### src/rtl/conv_seq_pkg.sv
package conv_seq_pkg;

    typedef enum logic [1:0] {
        ST_IDLE    = 2'd0,
        ST_CONVERT = 2'd1,
        ST_TRACK   = 2'd2,
        ST_CALIB   = 2'd3
    } seq_state_e;

    function automatic int max3(input int a, input int b, input int c);
        int m;
        m = (a > b) ? a : b;
        return (m > c) ? m : c;
    endfunction

endpackage

### src/rtl/phase_timer.sv
module phase_timer #(
    parameter int CNT_W = 8
) (
    input  logic             clk,
    input  logic             rst_n,
    input  logic             load_i,
    input  logic [CNT_W-1:0] load_val_i,
    output logic             last_o
);

    logic [CNT_W-1:0] cnt_q;

    always_ff @(posedge clk) begin
        if (!rst_n) begin
            cnt_q <= '0;
        end else if (load_i) begin
            cnt_q <= load_val_i;
        end else if (cnt_q != '0) begin
            cnt_q <= cnt_q - 1'b1;
        end
    end

    assign last_o = (cnt_q == '0);

endmodule

### src/rtl/sample_holder.sv
module sample_holder #(
    parameter int DATA_W = 16
) (
    input  logic              clk,
    input  logic              rst_n,
    input  logic              capture_i,
    input  logic              finish_i,
    input  logic [DATA_W-1:0] value_i,
    output logic [DATA_W-1:0] result_o
);

    logic [DATA_W-1:0] hold_q;
    logic [DATA_W-1:0] result_q;

    always_ff @(posedge clk) begin
        if (!rst_n) begin
            hold_q   <= '0;
            result_q <= '0;
        end else begin
            if (capture_i) begin
                hold_q <= value_i;
            end
            if (finish_i) begin
                result_q <= hold_q;
            end
        end
    end

    assign result_o = result_q;

endmodule

### src/rtl/conv_sequencer.sv
module conv_sequencer
    import conv_seq_pkg::*;
#(
    parameter int DATA_W    = 16,
    parameter int CONV_CYC  = 2000,
    parameter int TRACK_CYC = 500,
    parameter int CAL_CYC   = 45_000_000,
    parameter bit EXT_GATE  = 1'b1
) (
    input  logic              clk,
    input  logic              rst_n,
    input  logic              start_i,
    input  logic              auto_en_i,
    input  logic              trig_n_i,
    input  logic              recal_i,
    input  logic [DATA_W-1:0] sample_i,
    output logic              converting_o,
    output logic              tracking_o,
    output logic              calibrating_o,
    output logic              capture_o,
    output logic              done_o,
    output logic [DATA_W-1:0] data_o
);

    localparam int MAX_CYC = max3(CONV_CYC, TRACK_CYC, CAL_CYC);
    localparam int CNT_W   = $clog2(MAX_CYC + 1);
    localparam logic [CNT_W-1:0] CONV_LD  = CNT_W'(CONV_CYC - 1);
    localparam logic [CNT_W-1:0] TRACK_LD = CNT_W'(TRACK_CYC - 1);
    localparam logic [CNT_W-1:0] CAL_LD   = CNT_W'(CAL_CYC - 1);

    seq_state_e       state_q, state_d;
    logic             gate_open;
    logic             auto_go;
    logic             phase_last;
    logic             timer_load;
    logic [CNT_W-1:0] timer_val;
    logic             launch;
    logic             finish;
    logic             conv_q, trk_q, cal_q, cap_q, done_q;

    generate
        if (EXT_GATE) begin : g_ext_gate
            assign gate_open = ~trig_n_i;
        end else begin : g_int_gate
            logic unused_trig;
            assign unused_trig = trig_n_i;
            assign gate_open   = 1'b1;
        end
    endgenerate

    assign auto_go = auto_en_i & gate_open;

    always_comb begin
        state_d = state_q;
        unique case (state_q)
            ST_IDLE: begin
                if (recal_i) begin
                    state_d = ST_CALIB;
                end else if (auto_en_i ? gate_open : start_i) begin
                    state_d = ST_CONVERT;
                end
            end
            ST_CONVERT: begin
                if (recal_i) begin
                    state_d = ST_CALIB;
                end else if (phase_last) begin
                    state_d = ST_TRACK;
                end
            end
            ST_TRACK: begin
                if (recal_i) begin
                    state_d = ST_CALIB;
                end else if (phase_last) begin
                    state_d = auto_go ? ST_CONVERT : ST_IDLE;
                end
            end
            ST_CALIB: begin
                if (phase_last) begin
                    state_d = ST_IDLE;
                end
            end
            default: state_d = ST_IDLE;
        endcase
    end

    assign timer_load = (state_d != state_q);
    assign launch     = (state_d == ST_CONVERT) && (state_q != ST_CONVERT);
    assign finish     = (state_q == ST_CONVERT) && (state_d == ST_TRACK);

    always_comb begin
        unique case (state_d)
            ST_CONVERT: timer_val = CONV_LD;
            ST_TRACK:   timer_val = TRACK_LD;
            ST_CALIB:   timer_val = CAL_LD;
            default:    timer_val = '0;
        endcase
    end

    always_ff @(posedge clk) begin
        if (!rst_n) begin
            state_q <= ST_IDLE;
        end else begin
            state_q <= state_d;
        end
    end

    always_ff @(posedge clk) begin
        if (!rst_n) begin
            conv_q <= 1'b0;
            trk_q  <= 1'b0;
            cal_q  <= 1'b0;
            cap_q  <= 1'b0;
            done_q <= 1'b0;
        end else begin
            conv_q <= (state_d == ST_CONVERT);
            trk_q  <= (state_d == ST_TRACK);
            cal_q  <= (state_d == ST_CALIB);
            cap_q  <= launch;
            done_q <= finish;
        end
    end

    phase_timer #(.CNT_W(CNT_W)) u_timer (
        .clk        (clk),
        .rst_n      (rst_n),
        .load_i     (timer_load),
        .load_val_i (timer_val),
        .last_o     (phase_last)
    );

    sample_holder #(.DATA_W(DATA_W)) u_holder (
        .clk       (clk),
        .rst_n     (rst_n),
        .capture_i (launch),
        .finish_i  (finish),
        .value_i   (sample_i),
        .result_o  (data_o)
    );

    assign converting_o  = conv_q;
    assign tracking_o    = trk_q;
    assign calibrating_o = cal_q;
    assign capture_o     = cap_q;
    assign done_o        = done_q;

    a_r1_flags_exclusive: assert property (@(posedge clk) disable iff (!rst_n)
        $onehot0({converting_o, tracking_o, calibrating_o}));

    a_r2_capture_first: assert property (@(posedge clk) disable iff (!rst_n)
        capture_o |-> (converting_o && !$past(converting_o)));

    a_r3_done_ends_convert: assert property (@(posedge clk) disable iff (!rst_n)
        done_o |-> (tracking_o && $past(converting_o)));

    a_r4_no_retrigger: assert property (@(posedge clk) disable iff (!rst_n)
        (converting_o && $past(converting_o)) |-> !capture_o);

    a_r8_calib_blocks: assert property (@(posedge clk) disable iff (!rst_n)
        calibrating_o |=> !converting_o);

    a_r9_data_hold: assert property (@(posedge clk) disable iff (!rst_n)
        !done_o |-> $stable(data_o));

endmodule

### config.mk
export PLATFORM = sky130hd
export DESIGN_NAME = conv_sequencer
export DESIGN_NICKNAME = d
export VERILOG_FILES = /design/src/rtl/conv_seq_pkg.sv /design/src/rtl/phase_timer.sv /design/src/rtl/sample_holder.sv /design/src/rtl/conv_sequencer.sv
export SDC_FILE = /design/constraint.sdc
export NUM_CORES = 1
export LEC_CHECK = 0
export BUFFER_PORTS_ARGS = -buffer_cell sky130_fd_sc_hd__buf_2
export CORE_MARGIN = 5
export CORE_UTILIZATION = 45
export DETAILED_ROUTE_END_ITERATION = 6
export PLACE_DENSITY = 0.75
export RECOVER_POWER = 25
export SLEW_MARGIN = 20
export SYNTH_ARGS = -nofsm -noshare
export SYNTH_HDL_FRONTEND = slang
export SYNTH_SLANG_ARGS = --single-unit
### constraint.sdc
create_clock -name clk -period 3.7 [get_ports clk]
set_input_delay 0.185 -clock clk [delete_from_list [all_inputs] [get_ports clk]]
set_output_delay 0.185 -clock clk [all_outputs]
set_load 0.03 [all_outputs]
**Word level (Yosys, flattened, before mapping)**

Index checks and enable logic that the tools add are counted.

- Word-level logic and storage cells: 39
- Input bits: 22
- Output and inout port bits: 21
- Bits in registers: 65

- Reductions and logical operators: 6
- $add $sub $neg: 1
- Multiplexer cells: 13
- Bitwise operators: 2
- Equality and inequality tests: 8

Operators with widths:

| kind | count |
|---|---|
| $pmux W26 S3 | 1 |
| $mux W26 | 2 |
| $logic_not A26 Y1 | 1 |
| $reduce_bool A26 Y1 | 1 |
| $sub A26 B1 Y26 const B | 1 |
| $mux W2 | 7 |
| $eq A2 B2 Y1 const B | 4 |
| $pmux W2 S4 | 1 |
| $eq A2 B1 Y1 const B | 2 |
| $logic_and A1 B1 Y1 | 2 |
| $logic_not A2 Y1 | 1 |
| $mux W1 | 2 |
| $ne A2 B1 Y1 const B | 1 |
| $ne A2 B2 Y1 | 1 |
| $reduce_bool A2 Y1 | 1 |
| $and A1 B1 Y1 | 1 |
| $not A1 Y1 | 1 |

**Longest topological paths before layout**

Gate-level depths: netlist (run 1).

- Word-level depth: 9
- Depth in mapped cells: 14

**By module**

Synthesis (run 1) repeated with hierarchy kept, for this count alone.

- Cell total of the unflattened synthesis: 343
- Area total of the unflattened synthesis: 3184.3 um^2

By module, submodules not included:

| module | times used | seq. area each (um^2) | area an instance (um^2) | cells each |
|---|---|---|---|---|
| phase_timer | 1 | 520.5 | 1526.5 | 189 |
| sample_holder | 1 | 640.6 | 1234.9 | 103 |
| conv_sequencer | 1 | 140.1 | 422.9 | 51 |

**Worst setup path after synthesis (run 1)**

OpenSTA, ideal clock, no wires.

- Path kind: reg2reg
- Start point: reg u_timer.cnt_q[0]
- End point: reg u_holder.result_q[0] (netlist: u_holder.result_o[0])
- Data arrival time: 3057 ps
- Library setup time: 70 ps
- Stages on the path, launching flop included: 14
- Path slack: 572 ps
- Period minus slack after synthesis: 3128 ps
- Buffers on the path: 3
- Cell sequence: dfxtp_1 -> inv_1 -> ha_1 -> or3b_2 -> nor3_2 -> nand2b_1 -> clkbuf_1 -> a211oi_1 -> ha_1 -> and2_1 -> clkbuf_1 -> clkbuf_1 -> nand2_1 -> a21oi_1

- Word-level cells in the longest chain between the ends: 6

RTL lines:

| item | RTL line | source |
|---|---|---|
| start, declared | phase_timer.sv:11 | `logic [CNT_W-1:0] cnt_q;` |
| start signal, assigned | phase_timer.sv:17 | `cnt_q <= load_val_i;` |
| start signal, assigned | phase_timer.sv:19 | `cnt_q <= cnt_q - 1'b1;` |
| $logic_not A26 Y1 * | phase_timer.sv:23 | `assign last_o = (cnt_q == '0);` |
| $mux W2, on equally long branches | conv_sequencer.sv:73, conv_sequencer.sv:66 |  |
| $mux W2, on equally long branches | conv_sequencer.sv:71, conv_sequencer.sv:64 |  |
| $pmux W2 S4 * | conv_sequencer.sv:55 | `unique case (state_q)` |
| $eq A2 B2 Y1 * | conv_sequencer.sv:88 | `assign finish = (state_q == ST_CONVERT) && (state_d == ST_TRACK);` |
| $logic_and A1 B1 Y1 * | conv_sequencer.sv:88 |  |
| end signal, assigned | sample_holder.sv:24 | `result_q <= hold_q;` |
| end, declared | sample_holder.sv:13 | `logic [DATA_W-1:0] result_q;` |

Every way passes the cells marked *; elsewhere a longest branch is shown, timed or not.
A chain may end at the register's enable or synchronous reset.

**Final worst setup path (run 1)**

- Start point: reg u_timer.cnt_q[0]
- End point: reg u_holder.result_q[10] (netlist: u_holder.result_o[10])

The elaborated chain is that of the path after synthesis.

==> results.tsv, run 1 <==
metric	value	unit
Clock Pin Slew Worst Setup and Hold Paths	90	ps
CTS resizes	0	
Int Power	1.18	mW
GR Overflow Total	0	
post-route ant nets	0	
CP Class	reg2reg	
antenna cells	0	
Area growth syn-to-layout	16.0	%
DP HPWL	4430	um
CP Max Fanout	16	
Max H-tree Level	3	
Max IR drop VDD	0.000417	V
setup clock skew after layout	11.9	ps
Largest delay share family, worst path	simple AND/OR/NAND/NOR gates	
wire per inst	13.5	um
Worst path max stage delay	450	ps
fin worst setup slack	603	ps
Final Non-Filler Cells	458	
commonest non-fill, non-tap cells in the layout	nand2_1 (73), dfxtp_1 (65), a21oi_1 (40)	
post-synthesis sequential area ratio	46.1	%
pwr dens	520	mW/mm^2
CP bufs+invs	1	
FF-to-FF End	u_holder.result_o[10]	
HP Class	in2reg	
Syn Nets	365	
status	finished clean	
DR vias/cell	5.30	
die area	0.00796	mm^2
Initial Util	46.8	%
Slew Limit Fails	0	
final count of negative-setup-slack endpoints	0	
drt first pass iters	4	
R2R Setup Slk	600	ps
die extent in x	89.2	um
final total negative setup slack	0	ps
gr usage total	17.3	%
part of the power in the clock network	36.9	%
global placer's final weighted congestion	0.842	
cell count along the critical path	11	
dpl ws	534	ps
pin count of the biggest net entering global routing	39	
r2r startpoint	u_timer.cnt_q[0]	
Gate Count Post-Synth	338	
switching share of power	30.4	%
vias post-DR	2426	
drt drc	0	
Ports	43	
first-pass GRT wire length	10600	um
CTS Hold Bufs	0	
Die Span Y	89.2	um
switching pwr	0.517	mW
Rows	28	
fin crit share	83.7	%
Net count, final	405	
Seq cells post-synth	65	
setup bufs post-CTS	0	
CTS tree	yes	
clock sinks	65	
1st-iter DRT viols	131	
antenna violations before repair	0	
Critical Path End Type	register	
Inserted Clock Buffers	9	
Layout fillers	570	
Setup crit end	u_holder.result_o[10]	
proportion of layout cells with a drive suffix above 1	13.3	%
worst path required time	3910	ps
Buffers on Ports	42	
slowest CP cell	nor3b_1	
Hold Fails Final Rpt	0	
Worst Setup SP	u_timer.cnt_q[0]	
Least-Margin Pin Slew	796	ps
crit start category	register	
Syn Std Cell Area	0.00282	mm^2
Worst-Skew Late Latency	360	ps
Yosys cell types	43	
Reg power frac	46.3	%
number of max-cap violations	0	
WP data arrival	3310	ps
Max clock buf depth	2	
Clock Tree Root	clkbuf_8	
hold path cells	3	
final WL	6200	um
fmax	0.323	GHz
Inst Count DP	442	
Rel. slew slack	46.4	%
Final min period	3100	ps
Combinational Power Share	16.8	%
placeable core area	0.00603	mm^2
RSZ-0062 raised after global routing	false	
R2R depth	11	
Synth Warn #	0	
most common cell after layout, fill and taps aside	nand2_1	
Leakage	1.19	nW
CP Cell Sequence	inv_1 > ha_1 > nor3b_1 > nand3_1 > nor3_1 > a211oi_2 > a31oi_1 > ha_1 > nand2_1 > nand2_1 > a21oi_1	
syn avg cell area	8.35	um^2
vias in the first global route	2345	
[sequential cells by signal, indices dropped and copies added, names as in the netlist]
| signal | cells |
|---|---|
| u_holder.hold_q | 16 |
| u_holder.result_o | 16 |
| tracking_o | 1 |
| state_q | 2 |
| done_o | 1 |
| calibrating_o | 1 |
| u_timer.cnt_q | 26 |
| converting_o | 1 |
| capture_o | 1 |
[layer usage]
metal,GRT usage [%],up-vias,routed length (um)
li1,-,1245,-
met2,29.1,64,3030
met5,0,-,0
met4,4.87,0,52
met1,20.5,1110,2750
met3,6.54,7,367
[synthesized netlist by cell type (all sizes together)]
cell	instances	area, um^2
nand2b	4	25.0
or3	2	12.5
a32o	1	11.3
xor2	14	123
buf	3	15.0
a31o	1	8.76
nor3b	2	15.0
nand3b	2	15.0
o21ai	13	65.1
a221oi	1	15.0
a31oi	1	6.26
o2111ai	1	8.76
o31a	1	8.76
nor2	16	62.6
nand4b	1	8.76
a21oi	41	209
and2	7	43.8
nand2	73	274
a21boi	1	7.51
o21a	5	37.5
or4	6	45.0
a311oi	1	8.76
nand4	1	6.26
inv	5	18.8
o2bb2ai	2	17.5
nand3	8	40.0
dfxtp	65	1300
nor2b	1	6.26
nor3	15	80.1
xnor2	9	78.8
clkbuf	15	56.3
o31ai	1	7.51
a211oi	2	20.0
or3b	1	8.76
nor4	8	50.1
nand4bb	1	27.5
a21o	2	15.0
ha	5	62.6
[metrics by stage]
step	power [mW]	hold slack, ps	utilization [%]	instance area [um^2]
2_1_floorplan	1.01	321	-	2820
3_3_place_gp	1.08	428	51.3	3090
3_5_place_dp	1.09	433	51.3	3090
4_1_cts	1.72	49.6	54.8	3300
5_1_grt	1.79	51.9	54.3	3270
6_report	1.70	57.3	54.3	3270
[cell type report]
cell class | instances | area [um^2] | area share, %
flip-flops and latches | 65 | 1300 | 39.7
inverters | 5 | 18.8 | 0.573
multi-input cells | 250 | 1430 | 43.7
clock buffers | 9 | 124 | 3.78
clock inverters | 7 | 83.8 | 2.56
well taps | 75 | 93.8 | 2.87
repair buffers | 47 | 221 | 6.76
[logic make-up (layout without fill, tap and decap cells)]
family	after synthesis	after routing	share of synthesized area, %
AND/OR/NAND/NOR	148	148	25.5
AO/OA/AOI/OAI	74	74	15.8
flip-flops	65	65	46.1
XOR/XNOR	23	23	7.14
buffers and inverters	23	68	3.19
adder cells (fa/ha/maj)	5	5	2.22
[how the worst min path moves through the flow]
stage / from / to
global placement: sample_i[15] / u_holder.hold_q[15]
finish: sample_i[4] / u_holder.hold_q[4]
global route: sample_i[7] / u_holder.hold_q[7]
floorplan: sample_i[0] / u_holder.hold_q[0]
detailed placement: sample_i[12] / u_holder.hold_q[12]
CTS: sample_i[4] / u_holder.hold_q[4]
[worst min-delay path: cells and delay by family]
family / cells / cell delay [ps]
and+or+nand+nor: 1 / 50
buffers and inverters: 1 / 90
AOI/OAI and AO/OA: 1 / 50
[power by group through the flow]
stage | clock network (mW) | registers, mW | logic, mW
6_report | 0.629 | 0.788 | 0.285
2_1_floorplan | 0 | 0.798 | 0.216
3_3_place_gp | 0 | 0.801 | 0.281
3_5_place_dp | 0 | 0.803 | 0.285
5_1_grt | 0.679 | 0.793 | 0.320
4_1_cts | 0.644 | 0.786 | 0.288
(Power assumes the default switching activity.)
==> run 2, diff against run 1 <==
--- a/config.mk
+++ b/config.mk
@@ -9,7 +9,7 @@
 export CORE_MARGIN = 5
 export CORE_UTILIZATION = 45
 export DETAILED_ROUTE_END_ITERATION = 6
-export PLACE_DENSITY = 0.75
+export PLACE_DENSITY = 0.77
 export RECOVER_POWER = 25
 export SLEW_MARGIN = 20
 export SYNTH_ARGS = -nofsm -noshare
==> constraint.sdc (replaced) <==
create_clock -name clk -period 2.5 [get_ports clk]
set_input_delay 0.125 -clock clk [delete_from_list [all_inputs] [get_ports clk]]
set_output_delay 0.125 -clock clk [all_outputs]
set_load 0.03 [all_outputs]
==> run 2 against run 1 <==
  * The flow now finishes with violations (negative setup slack)
  * Hold slack got worse by 47 ps
  * Combinational power rose by 130%
  * Sequential power up 47%
  * Clock-buffer cell count is 1 higher
  * Register-to-register slack got worse by 660 ps
  * Die area stayed put
  * Sequential share of layout area is 6.3 points lower
  * Sequential cell count unchanged
  * Routed wire length increased by 25%
  * Critical path depth stayed put
  * Core utilization is 10 points higher
  * Critical endpoint is now u_holder.hold_q[11]
  * Largest power group unchanged
  * Highest routed layer unchanged
==> results.tsv, run 2 (synthesis results as in run 1) <==
metric	value	unit
status	complete, but fails checks	
failing checks	negative setup slack	
DR vias/cell	5.40	
Final min period	2560	ps
Largest Register	u_timer.cnt_q	
GRT met2 Usage	35.0	%
Max H-tree Level	3	
dpl ws	-39.7	ps
DP HPWL	4830	um
Net count, final	444	
Area growth syn-to-layout	37.9	%
flip-flop count of the largest register after layout	26	
Critical Path End Type	register	
GR Overflow Total	0	
die area	0.00796	mm^2
WP data arrival	2830	ps
final count of negative-setup-slack endpoints	10	
Buffers on Ports	42	
Top Usage Layer GRT	met2	
met1 usage	22.3	%
worst path required time	2770	ps
M3 GR Usage	6.54	%
number of max-cap violations	0	
hold endpoint	u_holder.hold_q[10]	
FF-to-FF End	u_holder.hold_q[11]	
commonest non-fill, non-tap cells in the layout	dfxtp_1 (64), nand2_1 (62), buf_4 (36)	
Die Span Y	89.2	um
proportion of layout cells with a drive suffix above 1	33.6	%
gr usage total	20.2	%
Rel. slew slack	48.0	%
Rows	28	
Max clock buf depth	2	
Clock Pin Slew Worst Setup and Hold Paths	70	ps
fmax	0.391	GHz
CTS tree	yes	
fin area	0.00389	mm^2
final WL	7760	um
Worst-Skew Late Latency	360	ps
Leakage	1.50	nW
antenna cells	0	
post-route ant nets	0	
R2R depth	11	
Worst Setup SP	u_timer.cnt_q[1]	
drt drc	0	
most common cell after layout, fill and taps aside	dfxtp_1	
pwr dens	703	mW/mm^2
Ports	43	
placeable core area	0.00603	mm^2
Least-Margin Pin Slew	780	ps
fin crit share	102	%
wire per inst	15.6	um
drt first pass iters	4	
CP Class	reg2reg	
Slew Limit Fails	0	
final total negative setup slack	-184	ps
antenna violations before repair	0	
Hold Crit Start	sample_i[10]	
Max IR drop VDD	0.000408	V
setup clock skew after layout	12.1	ps
pin count of the biggest net entering global routing	23	
R2R Setup Slk	-60	ps
RSZ-0062 raised after global routing	true	
Inserted Clock Buffers	9	
hold path cells	3	
Clock Tree Root	clkbuf_8	
vias post-DR	2686	
post-place instance area	0.00338	mm^2
die extent in x	89.2	um
r2r startpoint	u_timer.cnt_q[1]	
1st-iter DRT viols	128	
HP Class	in2reg	
crit start category	register	
vias in the first global route	2704	
global placer's final weighted congestion	0.804	
fin worst setup slack	-55.8	ps
Initial Util	46.8	%
first-pass GRT wire length	12400	um
Hold Fails Final Rpt	0	
CP Max Fanout	8	
clock sinks	65	
[run 2: cell types whose count changed in the layout (fill, tap and decap cells not counted), moves of 4 or more]
cell      previous run  this run
and2_4               0         4
buf_4                5        36
a21oi_1             40        32
ha_1                 5         0
o21ai_1              3         7
o21ai_0             10         4
nand2_2              0        10
a21oi_2              1         8
clkbuf_1            21        10
nand2_1             73        62
buf_2               21        32
ha_4                 0         4
[run 2: per-layer routing]
| layer | up-vias | wire length [um] |
|---|---|---|
| met5 | - | 0 |
| met4 | 0 | 202 |
| met3 | 20 | 483 |
| met2 | 84 | 3920 |
| met1 | 1260 | 3150 |
| li1 | 1322 | - |
[run 2: worst max-delay path, cell delays in order, from the launching register on]
cell	delay, ps
dfxtp_1	310
inv_1	100
ha_4	160
or3b_4	410
nor3_4	270
nand2b_4	110
a211oi_4	280
a31o_1	230
ha_4	180
and2_4	210
nand2_1	90
a21oi_1	150
[run 2: where the power goes]
group	internal [mW]	switching, mW	total (mW)	leakage [nW]
clock network	0.488	0.428	0.917	0.0985
registers	1.10	0.0606	1.16	0.532
logic	0.315	0.343	0.658	0.871
total	1.91	0.832	2.74	1.50
[run 2: stage by stage]
stage	utilization (%)	std cells	total power, mW	hold WS (ps)
after global placement	56.1	468	1.72	376
after global routing	64.6	497	2.86	1.91
after detailed placement	56.1	468	1.73	381
after CTS	62.0	495	2.69	0.142
after floorplan	-	338	1.54	267
final	64.6	497	2.74	10.3
[run 2: final cells by class]
| cell class | instances | area (um^2) |
|---|---|---|
| sequential | 65 | 1300 |
| multi-input combinational | 252 | 1710 |
| timing repair buffer | 84 | 563 |
| fill | 476 | 2130 |
| clock inverter | 6 | 67.6 |
| inverter | 5 | 18.8 |
| tap | 75 | 93.8 |
| clock buffer | 10 | 138 |
[run 2: worst max-delay path by stage]
stage | to | slack [ps] | depth (start not counted)
floorplan | u_holder.result_o[14] | -170 | 13
global placement | u_holder.result_o[10] | 60 | 9
detailed placement | u_holder.result_o[9] | -40 | 9
CTS | u_holder.result_o[9] | -40 | 10
global route | u_holder.hold_q[11] | -150 | 11
finish | u_holder.hold_q[11] | -60 | 11
[run 2: timing repair]
| item | 4_1_cts | 5_1_grt |
|---|---|---|
| gates cloned | 2 | 1 |
| endpoints found under the hold margin | 3 | 0 |
| resized for setup | 10 | 36 |
| hold buffers | 3 | 0 |
| pin swaps | 5 | 9 |
| setup buffers | 6 | 1 |
| endpoints found under the setup margin | 24 | 49 |
==> run 3, diff against run 2 <==
--- a/config.mk
+++ b/config.mk
@@ -15,3 +15,4 @@
 export SYNTH_ARGS = -nofsm -noshare
 export SYNTH_HDL_FRONTEND = slang
 export SYNTH_SLANG_ARGS = --single-unit
+export TNS_END_PERCENT = 20
==> run 3 against run 2 <==
  * The run still ends with negative setup slack left
  * Routed wire length up 8.7%
  * Non-clock buffer count up 15
  * Sequential share of layout area down 0.57 points
  * Sequential power about the same
  * Combinational power up 9.6%
  * Clock skew down 1.7 ps
  * Core utilization up 1.2 points
  * Power up 5.7%
  * Maximum frequency down 3.4%
  * Sequential cell count unchanged
  * Cell count up 2.6%
==> results.tsv, run 3 (synthesis results as in run 1) <==
metric	value	unit
status	complete, but fails checks	
failing checks	negative setup slack	
pwr dens	729	mW/mm^2
CP Cell Sequence	or4_4 > nand4bb_4 > nand2b_4 > a211oi_4 > a31o_1 > ha_2 > and2_4 > clkbuf_16 > nand2_1 > a21oi_1	
most common cell after layout, fill and taps aside	nand2_1	
number of max-cap violations	0	
setup clock skew after layout	10.4	ps
HP Class	in2reg	
proportion of layout cells with a drive suffix above 1	33.8	%
Clock Pin Slew Worst Setup and Hold Paths	80	ps
Die Span Y	89.2	um
fmax	0.378	GHz
Rows	28	
CP Max Fanout	7	
total chip power	2.89	mW
drt drc	0	
flip-flop count of the largest register after layout	26	
placeable core area	0.00603	mm^2
vias in the first global route	2651	
fin crit share	106	%
die extent in x	89.2	um
Max clock buf depth	2	
Initial Util	46.8	%
GR Overflow Total	0	
fin worst setup slack	-147	ps
crit start category	register	
Layout fillers	484	
antenna cells	0	
Area growth syn-to-layout	40.6	%
Hold Crit Start	sample_i[5]	
Inst Count DP	484	
Top Usage Layer GRT	met2	
Clock Tree Root	clkbuf_8	
final WL	8430	um
global placer's final weighted congestion	0.934	
Worst path max stage delay	530	ps
Slew Limit Fails	0	
CP bufs+invs	1	
Largest delay share family, worst path	simple AND/OR/NAND/NOR gates	
Rel. slew slack	62.0	%
Largest Register	u_timer.cnt_q	
DP HPWL	5090	um
met1 usage	22.4	%
clock sinks	65	
DR vias/cell	5.57	
M3 GR Usage	4.33	%
r2r startpoint	u_timer.cnt_q[16]	
slowest CP cell	or4_4	
Least-Margin Pin Slew	566	ps
antenna violations before repair	0	
die area	0.00796	mm^2
pin count of the biggest net entering global routing	33	
Hold Fails Final Rpt	0	
gr usage total	19.3	%
commonest non-fill, non-tap cells in the layout	nand2_1 (69), dfxtp_1 (62), buf_4 (52)	
Leakage	1.59	nW
CTS tree	yes	
RSZ-0062 raised after global routing	true	
drt first pass iters	5	
Inserted Clock Buffers	9	
Worst Setup SP	u_timer.cnt_q[16]	
Max H-tree Level	3	
GRT met2 Usage	34.0	%
worst path required time	2770	ps
Ports	43	
Max IR drop VDD	0.000446	V
first-pass GRT wire length	11900	um
final total negative setup slack	-4500	ps
Worst-Skew Late Latency	340	ps
wire per inst	16.5	um
post-route ant nets	0	
Final Non-Filler Cells	510	
Critical Path End Type	register	
Net count, final	457	
CP Class	reg2reg	
WP data arrival	2910	ps
1st-iter DRT viols	179	
Final min period	2650	ps
Buffers on Ports	42	
vias post-DR	2842	
final count of negative-setup-slack endpoints	47	
final core utilization	65.9	%
==> run 3: layout make-up <==
cell class | count | area, um^2 | share of cell area [%]
Multi-Input combinational cell | 250 | 1620 | 40.9
Clock buffer | 11 | 141 | 3.56
Inverter | 5 | 18.8 | 0.473
Sequential cell | 65 | 1310 | 32.9
Tap cell | 75 | 93.8 | 2.36
Clock inverter | 5 | 86.3 | 2.18
Timing Repair Buffer | 99 | 699 | 17.6
==> run 3: worst paths after layout <==
path	slack [ps]	end	cells after the start
hold reg to reg	450	u_holder.result_o[0]	2
hold / removal	10	u_holder.hold_q[5]	3
setup reg to reg	-150	u_holder.hold_q[0]	10
setup / recovery	-150	u_holder.hold_q[0]	10
==> run 3: worst reg2reg max path: stages, from the launching register on <==
cell and delay, ps:
dfxtp_1 330, or4_4 530, nand4bb_4 290, nand2b_4 210
a211oi_4 330, a31o_1 180, ha_2 200, and2_4 180
clkbuf_16 150, nand2_1 60, a21oi_1 120
==> run 3: per-stage QoR <==
stage | hold WS (ps) | cell area (um^2) | worst slack, ps
floorplan | 261 | 2940 | -175
detailed placement | 372 | 3500 | -82.5
global route | 5.16 | 3970 | -212
global placement | 368 | 3500 | -18.6
finish | 13.3 | 3970 | -147
CTS | 10.5 | 3780 | -84.5
==> run 3: metal layers <==
metal | part of all wire, % | up-vias
li1 | - | 1346
met1 | 40 | 1342
met2 | 51 | 114
met3 | 5.6 | 40
met4 | 4.2 | 0
met5 | 0 | -
==> run 3: power by group <==
part	switching [mW]	leakage, nW	internal (mW)
Combinational	0.370	0.947	0.352
Clock	0.416	0.115	0.598
Sequential	0.0536	0.532	1.10
==> run 3: timing repair <==
item	CTS	global route
hold buffers	0	0
gates cloned	0	2
hold endpoints to repair	0	0
setup buffers	2	6
gates resized for setup	9	31
endpoints found under the setup margin	44	55
pin swaps	3	22
